**src/rtl/dacctl_pkg.sv**
```systemverilog
package dacctl_pkg;

   typedef enum logic [2:0] {
      ST_IDLE,
      ST_ADDR,
      ST_CMD,
      ST_DATA,
      ST_HOLD
   } seq_st_e;

   typedef enum logic [2:0] {
      OP_NONE,
      OP_LOAD,
      OP_ZERO,
      OP_FULL,
      OP_RECALL,
      OP_PDOWN
   } chan_op_e;

   localparam logic [3:0] NIB_WR_CH1  = 4'b1001;
   localparam logic [3:0] NIB_WR_CH2  = 4'b1010;
   localparam logic [3:0] NIB_WR_BOTH = 4'b1011;
   localparam logic [3:0] NIB_SHORT   = 4'b1111;

   function automatic chan_op_e short_op(input logic [1:0] kind);
      chan_op_e r;
      case (kind)
         2'b00:   r = OP_ZERO;
         2'b01:   r = OP_FULL;
         2'b10:   r = OP_RECALL;
         default: r = OP_PDOWN;
      endcase
      return r;
   endfunction

endpackage

```
**src/rtl/dacctl_seq.sv**
```systemverilog
module dacctl_seq
   import dacctl_pkg::*;
#(
   parameter int          DW      = 10,
   parameter int          NCH     = 2,
   parameter logic [3:0]  TYPE_ID = 4'b0101
) (
   input  logic           clk,
   input  logic           rst_n,
   input  logic [2:0]     dev_addr_i,
   input  logic           bus_start_i,
   input  logic           bus_stop_i,
   input  logic           byte_vld_i,
   input  logic [7:0]     byte_i,
   output logic           ack_o,
   output chan_op_e       op_o,
   output logic [NCH-1:0] op_mask_o,
   output logic [DW-1:0]  op_data_o,
   output logic           nv_we_o,
   output logic [NCH-1:0] nv_mask_o,
   output logic [DW-1:0]  nv_data_o
);

   localparam int HI = DW - 8;

   if (DW < 9 || DW > 12) begin : g_bad_dw
      $error("dacctl_seq: DW must lie in 9..12");
   end
   if (NCH != 2) begin : g_bad_nch
      $error("dacctl_seq: command encoding selects exactly two channels");
   end

   seq_st_e        st_q, st_d;
   logic           ack_q, ack_d;
   logic [NCH-1:0] wr_mask_q, wr_mask_d;
   logic [HI-1:0]  wr_hi_q, wr_hi_d;
   logic [NCH-1:0] hold_mask_q, hold_mask_d;
   logic [DW-1:0]  hold_val_q, hold_val_d;

   logic addr_hit;
   logic is_write;
   logic is_short;

   assign addr_hit = (byte_i[7:4] == TYPE_ID) && (byte_i[3:1] == dev_addr_i) && !byte_i[0];
   assign is_write = (byte_i[7:4] == NIB_WR_CH1) || (byte_i[7:4] == NIB_WR_CH2) ||
                     (byte_i[7:4] == NIB_WR_BOTH);
   assign is_short = (byte_i[7:4] == NIB_SHORT) && (byte_i[1:0] != 2'b00);

   always_comb begin
      st_d        = st_q;
      ack_d       = ack_q;
      wr_mask_d   = wr_mask_q;
      wr_hi_d     = wr_hi_q;
      hold_mask_d = hold_mask_q;
      hold_val_d  = hold_val_q;
      op_o        = OP_NONE;
      op_mask_o   = '0;
      op_data_o   = '0;
      nv_we_o     = 1'b0;
      if (bus_start_i) begin
         st_d  = ST_ADDR;
         ack_d = 1'b0;
      end else if (bus_stop_i) begin
         nv_we_o = (st_q == ST_HOLD);
         st_d    = ST_IDLE;
         ack_d   = 1'b0;
      end else if (byte_vld_i) begin
         ack_d = 1'b0;
         st_d  = ST_IDLE;
         case (st_q)
            ST_ADDR: begin
               if (addr_hit) begin
                  ack_d = 1'b1;
                  st_d  = ST_CMD;
               end
            end
            ST_CMD: begin
               if (is_write) begin
                  ack_d     = 1'b1;
                  wr_mask_d = byte_i[5:4];
                  wr_hi_d   = byte_i[HI-1:0];
                  st_d      = ST_DATA;
               end else if (is_short) begin
                  ack_d     = 1'b1;
                  op_o      = short_op(byte_i[3:2]);
                  op_mask_o = byte_i[1:0];
               end
            end
            ST_DATA: begin
               ack_d       = 1'b1;
               op_o        = OP_LOAD;
               op_mask_o   = wr_mask_q;
               op_data_o   = {wr_hi_q, byte_i};
               hold_mask_d = wr_mask_q;
               hold_val_d  = {wr_hi_q, byte_i};
               st_d        = ST_HOLD;
            end
            default: st_d = ST_IDLE;
         endcase
      end
   end

   always_ff @(posedge clk or negedge rst_n) begin
      if (!rst_n) begin
         st_q        <= ST_IDLE;
         ack_q       <= 1'b0;
         wr_mask_q   <= '0;
         wr_hi_q     <= '0;
         hold_mask_q <= '0;
         hold_val_q  <= '0;
      end else begin
         st_q        <= st_d;
         ack_q       <= ack_d;
         wr_mask_q   <= wr_mask_d;
         wr_hi_q     <= wr_hi_d;
         hold_mask_q <= hold_mask_d;
         hold_val_q  <= hold_val_d;
      end
   end

   assign ack_o     = ack_q;
   assign nv_mask_o = hold_mask_q;
   assign nv_data_o = hold_val_q;

   AST_ACK_AFTER_BYTE: assert property (@(posedge clk) disable iff (!rst_n)
      $rose(ack_o) |-> $past(byte_vld_i));
   AST_ACK_DROPS: assert property (@(posedge clk) disable iff (!rst_n)
      (bus_start_i || bus_stop_i) |=> !ack_o);
   AST_COMMIT_FOLLOWS_ACK: assert property (@(posedge clk) disable iff (!rst_n)
      nv_we_o |-> (ack_o && bus_stop_i));
   AST_NO_ACK_IDLE: assert property (@(posedge clk) disable iff (!rst_n)
      (byte_vld_i && !bus_start_i && !bus_stop_i && st_q == ST_IDLE) |=> !ack_o);

endmodule

```
**src/rtl/dacctl_chan.sv**
```systemverilog
module dacctl_chan
   import dacctl_pkg::*;
#(
   parameter int              DW      = 10,
   parameter logic [DW-1:0]   NV_INIT = DW'(512)
) (
   input  logic          clk,
   input  logic          rst_n,
   input  chan_op_e      op_i,
   input  logic          sel_i,
   input  logic [DW-1:0] data_i,
   input  logic          nv_we_i,
   input  logic [DW-1:0] nv_data_i,
   output logic [DW-1:0] dac_o,
   output logic          pd_o,
   output logic [DW-1:0] nv_o
);

   logic [DW-1:0] dac_q, nv_q;
   logic          pd_q;

   always_ff @(posedge clk or negedge rst_n) begin
      if (!rst_n) begin
         dac_q <= NV_INIT;
         pd_q  <= 1'b0;
      end else if (sel_i) begin
         case (op_i)
            OP_LOAD:   begin dac_q <= data_i; pd_q <= 1'b0; end
            OP_ZERO:   begin dac_q <= '0;     pd_q <= 1'b0; end
            OP_FULL:   begin dac_q <= '1;     pd_q <= 1'b0; end
            OP_RECALL: begin dac_q <= nv_q;   pd_q <= 1'b0; end
            OP_PDOWN:  pd_q <= 1'b1;
            default:   ;
         endcase
      end
   end

   always_ff @(posedge clk or negedge rst_n) begin
      if (!rst_n)       nv_q <= NV_INIT;
      else if (nv_we_i) nv_q <= nv_data_i;
   end

   assign dac_o = dac_q;
   assign pd_o  = pd_q;
   assign nv_o  = nv_q;

   AST_ZERO_SCALE: assert property (@(posedge clk) disable iff (!rst_n)
      (sel_i && op_i == OP_ZERO) |=> (dac_o == '0));
   AST_FULL_SCALE: assert property (@(posedge clk) disable iff (!rst_n)
      (sel_i && op_i == OP_FULL) |=> (dac_o == '1));
   AST_RECALL_COPY: assert property (@(posedge clk) disable iff (!rst_n)
      (sel_i && op_i == OP_RECALL) |=> (dac_o == $past(nv_o)));
   AST_PD_SET: assert property (@(posedge clk) disable iff (!rst_n)
      (sel_i && op_i == OP_PDOWN) |=> pd_o);
   AST_PD_CLEAR: assert property (@(posedge clk) disable iff (!rst_n)
      (sel_i && op_i != OP_NONE && op_i != OP_PDOWN) |=> !pd_o);
   AST_NV_HOLD: assert property (@(posedge clk) disable iff (!rst_n)
      !nv_we_i |=> $stable(nv_o));

endmodule

```
**src/rtl/dual_dac_cmd.sv**
```systemverilog
module dual_dac_cmd
   import dacctl_pkg::*;
#(
   parameter int             DW      = 10,
   parameter logic [3:0]     TYPE_ID = 4'b0101,
   parameter logic [DW-1:0]  NV_INIT = DW'(512)
) (
   input  logic          clk,
   input  logic          rst_n,
   input  logic [2:0]    dev_addr_i,
   input  logic          bus_start_i,
   input  logic          bus_stop_i,
   input  logic          byte_vld_i,
   input  logic [7:0]    byte_i,
   output logic          ack_o,
   output logic [DW-1:0] dac1_o,
   output logic [DW-1:0] dac2_o,
   output logic          pd1_o,
   output logic          pd2_o,
   output logic [DW-1:0] nv1_o,
   output logic [DW-1:0] nv2_o,
   output logic          nv_we_o,
   output logic [1:0]    nv_sel_o,
   output logic [DW-1:0] nv_data_o
);

   localparam int NCH = 2;

   chan_op_e       op;
   logic [NCH-1:0] op_mask;
   logic [DW-1:0]  op_data;
   logic           nv_we;
   logic [NCH-1:0] nv_mask;
   logic [DW-1:0]  nv_data;
   logic [DW-1:0]  dac_v [NCH];
   logic [DW-1:0]  nv_v  [NCH];
   logic [NCH-1:0] pd_v;

   dacctl_seq #(.DW(DW), .NCH(NCH), .TYPE_ID(TYPE_ID)) u_seq (
      .clk         (clk),
      .rst_n       (rst_n),
      .dev_addr_i  (dev_addr_i),
      .bus_start_i (bus_start_i),
      .bus_stop_i  (bus_stop_i),
      .byte_vld_i  (byte_vld_i),
      .byte_i      (byte_i),
      .ack_o       (ack_o),
      .op_o        (op),
      .op_mask_o   (op_mask),
      .op_data_o   (op_data),
      .nv_we_o     (nv_we),
      .nv_mask_o   (nv_mask),
      .nv_data_o   (nv_data)
   );

   for (genvar c = 0; c < NCH; c++) begin : g_ch
      dacctl_chan #(.DW(DW), .NV_INIT(NV_INIT)) u_chan (
         .clk       (clk),
         .rst_n     (rst_n),
         .op_i      (op),
         .sel_i     (op_mask[c]),
         .data_i    (op_data),
         .nv_we_i   (nv_we && nv_mask[c]),
         .nv_data_i (nv_data),
         .dac_o     (dac_v[c]),
         .pd_o      (pd_v[c]),
         .nv_o      (nv_v[c])
      );
   end

   assign dac1_o    = dac_v[0];
   assign dac2_o    = dac_v[1];
   assign nv1_o     = nv_v[0];
   assign nv2_o     = nv_v[1];
   assign pd1_o     = pd_v[0];
   assign pd2_o     = pd_v[1];
   assign nv_we_o   = nv_we;
   assign nv_sel_o  = nv_mask;
   assign nv_data_o = nv_data;

   AST_LOAD_VALUE: assert property (@(posedge clk) disable iff (!rst_n)
      (op == OP_LOAD && op_mask[0]) |=> (dac1_o == $past(op_data)));
   AST_NV_MATCHES_STROBE: assert property (@(posedge clk) disable iff (!rst_n)
      (nv_we_o && nv_sel_o[1]) |=> (nv2_o == $past(nv_data_o)));

endmodule

```
**config.mk**
```make
export PLATFORM = sky130hd
export DESIGN_NAME = dual_dac_cmd
export DESIGN_NICKNAME = d
export VERILOG_FILES = /design/src/rtl/dacctl_pkg.sv /design/src/rtl/dacctl_seq.sv /design/src/rtl/dacctl_chan.sv /design/src/rtl/dual_dac_cmd.sv
export SDC_FILE = /design/constraint.sdc
export NUM_CORES = 1
export LEC_CHECK = 0
export ABC_AREA = 0
export BUFFER_PORTS_ARGS = -buffer_cell sky130_fd_sc_hd__buf_2
export CELL_PAD_IN_SITES_DETAIL_PLACEMENT = 1
export CELL_PAD_IN_SITES_GLOBAL_PLACEMENT = 1
export CORE_MARGIN = 1.5
export CORE_UTILIZATION = 44
export DETAILED_ROUTE_END_ITERATION = 10
export HOLD_SLACK_MARGIN = 0.06
export PLACE_DENSITY = 0.82
export SLEW_MARGIN = 20
export SYNTH_ARGS = -nofsm -noshare
export SYNTH_HDL_FRONTEND = slang
export SYNTH_HIERARCHICAL = 1
export SYNTH_SLANG_ARGS = --single-unit
```
**constraint.sdc**
```tcl
create_clock -name clk -period 7.5 [get_ports clk]
set_input_delay 1.5 -clock clk [delete_from_list [all_inputs] [get_ports clk]]
set_output_delay 1.5 -clock clk [all_outputs]
set_load 0.005 [all_outputs]
```
==> implementation parameters, run 1 <==
Parameter                              Value

Power and ir drop
  Reported leakage power    0.00180 uW
  Total power divided by cell area    193 mW/mm^2
  Maximum ir drop on the vdd rail    0.0997 mV

Setup path
  Critical path launch point type    input port
  Arrival @ worst endpoint    2.28 ns
  Setup slack of the most critical reg-to-reg path    4.86 ns
  Max FO, Critical Path    4
  Data required time of the worst path    ~6 ns
  Class of the most critical setup path    in -> out
  Endpoint kind of the worst setup timing path    output port

Drt
  ANT nets after route    0
  WL/cell    21.1 um
  Vias per cell    approximately 6.0
  Post-route DRC    7
  Routed Wire Length    8060 um
  Pre-Repair DR Iteration Count    7
  DR iter-0 viols    110
  Via count    2279

Synth
  Adder-cell share of the synthesized area    0%
  Post-Synthesis Net Count    246
  Fraction of synthesized cell area in xor and xnor cells    0.879%
  Dominant synthesized flop cell    dfrtp_1
  Synthesized area    0.00299 mm^2
  Fraction of the mapped netlist area in compound gates    17.7%
  Post-synthesis register bit count    62
  Avg Inst Size Synth    between 10 and 15 um^2
  Post-synthesis share of cell area spent on and, or, nand and nor gates    11.2%
  Yosys warns    6
  Leading post-synthesis cells by cell area    dfrtp_1 (49%), mux2_2 (11%), o221a_1 (7.5%)
  Ys async rst share    100%
  Share of synthesized area occupied by flip-flops and latches    between 50% and 60%
  Cell accounting for the most synthesized area    dfrtp_1
  Mux share of post-synthesis cell area    14.6%
  Unique masters post-synth    39
  Portion of synthesized cell area occupied by the leading cell type    48.5%
  Largest family of logic cells by synthesized area    compound AO/OA/AOI/OAI gates
  Synthesized instance count    230
  EDFF count, synth    0

STA
  Final setup violation count    0
  Setup TNS after final layout    0 ns
  Transition time of the tightest slew-check pin    0.785 ns
  Worst slew slack as a fraction of its limit    ~48%
  Final hold slack    0.496 ns
  Final Critical Period    3.78 ns
  Share of the clock period used by the worst path    50.4%
  Max Clock Freq    0.265 GHz
  Unrepaired setup endpoints after global routing    no
  Pins Over Slew Limit    0
  Final setup skew    0.00694 ns
  Number of failing hold endpoints at the final stage    0

Cells and area
  Fraction of layout cells with a size suffix above 1    43.6%
  Area of all placed cells without fillers    roughly 0.0036 mm^2
  Post-layout net count    316
  Multi-input gate area    0.00132 mm^2
  Diode count    0
  Post-route core utilization    between 50% and 60%
  Final-layout fill cell count    714
  Non-filler cells in the finished layout    382
  Area taken by flip-flops and latches    0.00156 mm^2
  Area added between synthesis and finish    19.5%

Die
  Initial core utilization    a little under half
  Chip Height    85.4 um
  Top-level I/O count    72
  Width of the die    85.4 um
  Die Footprint    ~0.0073 mm^2
  Area of the placeable core    0.00646 mm^2
  Number of placement rows    29

Clock network
  Clk sinks    just over 60
  Cts bufs inserted    9
  Hold bufs inserted after CTS    0
  Clock edge transition at the registers on the reported setup and hold paths    0.07 ns
  Number of buffers inserted by post-CTS setup repair    0
  CTS tree    yes
  Clock network latency to the later pin of the worst-skew pair    0.34 ns
  Library cell used as clock root buffer    clkbuf_8
  Quantity of gates resized following cts    0
  Total number of H-tree levels    3
  Max Buffers Root-to-Sink    2

Placed design
  Placed Cells    366
  Cell area after placement    0.00336 mm^2
  DP HPWL    5790 um
  Global placement routability congestion    around 0.83
  Input/output buffers    71

Job
  Number of max-cap violations    0

Global routing
  Via count of the first global-routing pass    2340
  Initial antenna violation count    0
  Combined global-route utilization of all metal layers    23.4%
  Total congestion overflow    0
  Global-route wire length before repair    12800 um
  Maximum number of pins on one net before global-route repair    63

Worst hold path
  Worst Hold Class    reg -> reg

Status
  Failing checks    DRC
  Result of the run    finished with violations
power by group:
part | switching (uW) | total [uW] | internal [uW]
Clock | 136 | 323 | 187
Sequential | 3.13 | 340 | 337
Combinational | 16.2 | 26.3 | 10.1
Total | 156 | 689 | 534
flip-flops by register name (all words and copies together) (netlist names):
name	count
g_ch.u_chan/dac_o	20
g_ch.u_chan/nv_o	20
u_seq/nv_data_o	10
u_seq/st_q	3
g_ch.u_chan/pd_o	2
u_seq/nv_mask_o	2
u_seq/wr_hi_q	2
u_seq/wr_mask_q	2
u_seq/ack_o	1
cells in the mapped netlist (3+ instances only):
master	instances
dfrtp_1	58
mux2_2	28
o221a_1	20
o22a_1	20
and2_1	13
mux2_4	8
nand2b_1	8
nand2_1	7
buf_2	6
a21oi_1	5
nand3_1	5
and3_1	4
dfstp_2	4
a21o_1	3
buf_6	3
inv_1	3
nor2_1	3
o21ai_0	3
xnor2_1	3
final cells by class:
cell class,count,area share (%)
clock inverter,6,2.42
multi-input combinational,151,37.1
sequential,62,43.6
inverter,3,0.315
tap,77,2.70
clock buffer,10,3.57
timing repair buffer,73,10.4
kinds of logic (layout without fill, tap and decap cells):
kind of cell,Yosys count,in the layout
compound gates,59,59
mux,36,36
flops,62,62
xor+xnor,3,3
simple gates,53,53
buf+inv,17,92
through the flow:
| step | power, uW | setup WS (ns) |
|---|---|---|
| 4_1_cts | 696 | 3.72 |
| 2_1_floorplan | 355 | 3.91 |
| 6_report | 689 | 3.72 |
| 5_1_grt | 712 | 3.68 |
| 3_3_place_gp | 372 | 3.75 |
| 3_5_place_dp | 373 | 3.70 |
layer usage:
metal	global-route usage (%)	routed length [um]	part of all wire, %	up-vias
met5	0	0	0	-
met4	8.06	138	1.7	0
met3	4.47	377	4.7	15
met2	38.6	3970	49	79
met1	31.0	3570	44	1164
li1	-	-	-	1021
critical path, cell delays in order:
cell	delay, ns
buf_2	0.12
nor4_1	0.45
buf_2	0.20
worst paths after layout:
check	from	endpoint	depth (start not counted)
worst max-delay path	bus_start_i	nv_we_o	3
worst min-delay path	u_seq/ack_o	u_seq/ack_o	1
worst max register to register	u_seq/st_q[2]	g_ch[1].u_chan/dac_o[3]	7
worst min register to register	u_seq/ack_o	u_seq/ack_o	1
max in group asynchronous	rst_n	g_ch[1].u_chan/nv_o[2]	2
min in group asynchronous	rst_n	g_ch[1].u_chan/nv_o[5]	2
placed cells by master, fill, tap and decap left out, drive strengths merged:
master and n:
buf 73, dfrtp 58, mux2 36, o22a 20, o221a 20, and2 13
clkbuf 10, nand2b 8, nand2 7, a21oi 5, nand3 5, nor2 5
and3 4, dfstp 4, o21ai 3, inv 3, a21o 3, xnor2 3
clkinv 3, bufinv 2, o2bb2ai 2, or3 2, nor4 2, nor3 2
clkinvlp 1, nor3b 1, and4 1, o211ai 1, a31oi 1, o41ai 1
o21ba 1, nor4b 1, and4bb 1, nand4 1, o22ai 1, a211o 1
Note: power is estimated with default switching activity, not from simulation.
==> run 2: changes to the inputs <==
--- a/config.mk
+++ b/config.mk
@@ -10,10 +10,10 @@
 export CELL_PAD_IN_SITES_DETAIL_PLACEMENT = 1
 export CELL_PAD_IN_SITES_GLOBAL_PLACEMENT = 1
 export CORE_MARGIN = 1.5
-export CORE_UTILIZATION = 44
+export CORE_UTILIZATION = 42
 export DETAILED_ROUTE_END_ITERATION = 10
 export HOLD_SLACK_MARGIN = 0.06
-export PLACE_DENSITY = 0.82
+export PLACE_DENSITY = 0.79
 export SLEW_MARGIN = 20
 export SYNTH_ARGS = -nofsm -noshare
 export SYNTH_HDL_FRONTEND = slang
==> constraint.sdc (replaced) <==
create_clock -name clk -period 3.5 [get_ports clk]
set_input_delay 0.7 -clock clk [delete_from_list [all_inputs] [get_ports clk]]
set_output_delay 0.7 -clock clk [all_outputs]
set_load 0.005 [all_outputs]
==> implementation parameters, run 2 (synthesis results as in run 1) <==
Parameter                              Value

Drt
  Pre-Repair DR Iteration Count    4 (was 7)
  Via count    2243 (was 2279)
  Vias per cell    5.57 (was 5.97)
  WL/cell    19.8 um (was 21.1 um)
  ANT nets after route    0 (unchanged)
  Post-route DRC    0 (was 7)
  Routed Wire Length    7980 um (was 8060 um)
  DR iter-0 viols    78 (was 110)

Cells and area
  Most common library cell in the layout ignoring fill and taps    buf_2 (unchanged)
  Post-layout net count    318 (was 316)
  Fraction of layout cells with a size suffix above 1    44.3% (was 43.6%)
  Most frequent cells in the layout    buf_2 (71), dfrtp_1 (58), mux2_2 (28) (unchanged)
  Diode count    0 (unchanged)
  Multi-input gate area    0.00132 mm^2 (unchanged)
  Area added between synthesis and finish    21.0% (was 19.5%)
  Area taken by flip-flops and latches    0.00156 mm^2 (unchanged)
  Final-layout fill cell count    749 (was 714)

Power and ir drop
  Total power divided by cell area    412 mW/mm^2 (was 193 mW/mm^2)
  Reported leakage power    0.00181 uW (was 0.00180 uW)
  Maximum ir drop on the vdd rail    0.183 mV (was 0.0997 mV)

Clock network
  Clock edge transition at the registers on the reported setup and hold paths    0.08 ns (was 0.07 ns)
  Max Buffers Root-to-Sink    2 (unchanged)
  Quantity of gates resized following cts    0 (unchanged)
  Cts bufs inserted    9 (unchanged)
  Clk sinks    62 (unchanged)
  CTS tree    yes (unchanged)
  Clock network latency to the later pin of the worst-skew pair    0.35 ns (was 0.34 ns)
  Hold bufs inserted after CTS    0 (unchanged)
  Total number of H-tree levels    3 (unchanged)
  Library cell used as clock root buffer    clkbuf_8 (unchanged)
  Number of buffers inserted by post-CTS setup repair    0 (unchanged)

Setup path
  Cell with the largest stage delay on the worst path    and2_1 (was nor4_1)
  Endpoint kind of the worst setup timing path    flip-flop (was output port)
  Crit-path cells    buf_2, and4_1, o21ai_0, nor3_1, and2_1, nand2b_1, o22a_1, o221a_1 (was buf_2, nor4_1, buf_2)
  Data required time of the worst path    3.74 ns (was 6.00 ns)
  Arrival @ worst endpoint    2.81 ns (was 2.28 ns)
  Max FO, Critical Path    14 (was 4)
  Critical path launch point type    input port (unchanged)
  Largest stage delay, worst path    0.40 ns (was 0.45 ns)
  Class of the most critical setup path    in -> reg (was in -> out)

Die
  Die Footprint    0.00764 mm^2 (was 0.00730 mm^2)
  Initial core utilization    43.8% (was 46.3%)
  Area of the placeable core    0.00683 mm^2 (was 0.00646 mm^2)
  Top-level I/O count    72 (unchanged)
  Number of placement rows    30 (was 29)
  Width of the die    87.4 um (was 85.4 um)
  Chip Height    87.4 um (was 85.4 um)

Job
  Number of max-cap violations    0 (unchanged)

Global routing
  Initial antenna violation count    0 (unchanged)
  Global-route wire length before repair    12700 um (was 12800 um)
  Total congestion overflow    0 (unchanged)
  Maximum number of pins on one net before global-route repair    44 (was 63)
  Combined global-route utilization of all metal layers    22.5% (was 23.4%)
  Via count of the first global-routing pass    2332 (was 2340)

Placed design
  DP HPWL    5730 um (was 5790 um)
  Global placement routability congestion    0.819 (was 0.831)
  Input/output buffers    71 (unchanged)

STA
  Share of the clock period used by the worst path    73.5%
  Transition time of the tightest slew-check pin    0.678 ns (was 0.785 ns)
  Setup TNS after final layout    0 ns (unchanged)
  Unrepaired setup endpoints after global routing    no (unchanged)
  Final Critical Period    2.57 ns
  Number of failing hold endpoints at the final stage    0 (unchanged)
  Worst slew slack as a fraction of its limit    54.8% (was 47.6%)
  Final setup violation count    0 (unchanged)
  Pins Over Slew Limit    0 (unchanged)
  Max Clock Freq    0.389 GHz
  Final setup skew    0.0103 ns (was 0.00694 ns)
  Final hold slack    0.295 ns (was 0.496 ns)

Worst hold path
  Worst Hold Class    in -> async (was reg -> reg)

Status
  Result of the run    finished clean (was finished with violations)
-- run 2: area by class of cell --
cell class	count	area share (%)
sequential	62	43.0
multi-input combinational	151	36.6
timing repair buffer	75	10.6
clock buffer	9	3.42
tap	96	3.32
clock inverter	7	2.73
inverter	3	0.311
-- run 2: worst paths after layout --
check                              startpoint                      end  slack (ns)  depth (start not counted)
worst max-delay path                byte_i[6]  g_ch[0].u_chan/dac_o[6]        0.93                          8
worst min-delay path                    rst_n   g_ch[0].u_chan/nv_o[0]        0.29                          1
worst max register to register  u_seq/st_q[2]  g_ch[0].u_chan/dac_o[6]        1.04                          7
worst min register to register    u_seq/ack_o              u_seq/ack_o        0.50                          1
max in group asynchronous               rst_n   g_ch[1].u_chan/nv_o[3]        2.27                          2
min in group clk                  u_seq/ack_o              u_seq/ack_o        0.50                          1
-- run 2: where the power goes --
part           switching (uW)  leakage [uW]  internal (uW)
registers                6.67      0.000835            722
clock network             305      0.000109            403
logic                    35.0      0.000865           21.6
total                     346       0.00181           1150
-- run 2: layer usage --
layer  GRT usage (%)  vias to the layer above  wire, um
met2            36.3                       69      3880
met4            8.51                        0        55
li1                -                     1030         -
met1            30.3                     1138      3670
met3            4.08                        6       368
met5               0                        -         0
-- run 2: worst max-delay path: cells and delay by family --
kind | cells | cell delay, ns
AOI/OAI and AO/OA | 3 | 0.77
and+or+nand+nor | 4 | 1.20
buffers and inverters | 1 | 0.14
-- run 2: metrics by stage --
stage	cell area [um^2]	instances	power, uW	utilization (%)	setup WS (ns)
final	3620	403	1490	53.0	0.928
after global routing	3620	403	1550	53.0	0.715
after detailed placement	3400	387	800	49.7	0.590
after CTS	3620	403	1510	53.0	0.965
after floorplan	2990	230	760	-	0.711
after global placement	3400	387	798	49.7	0.658
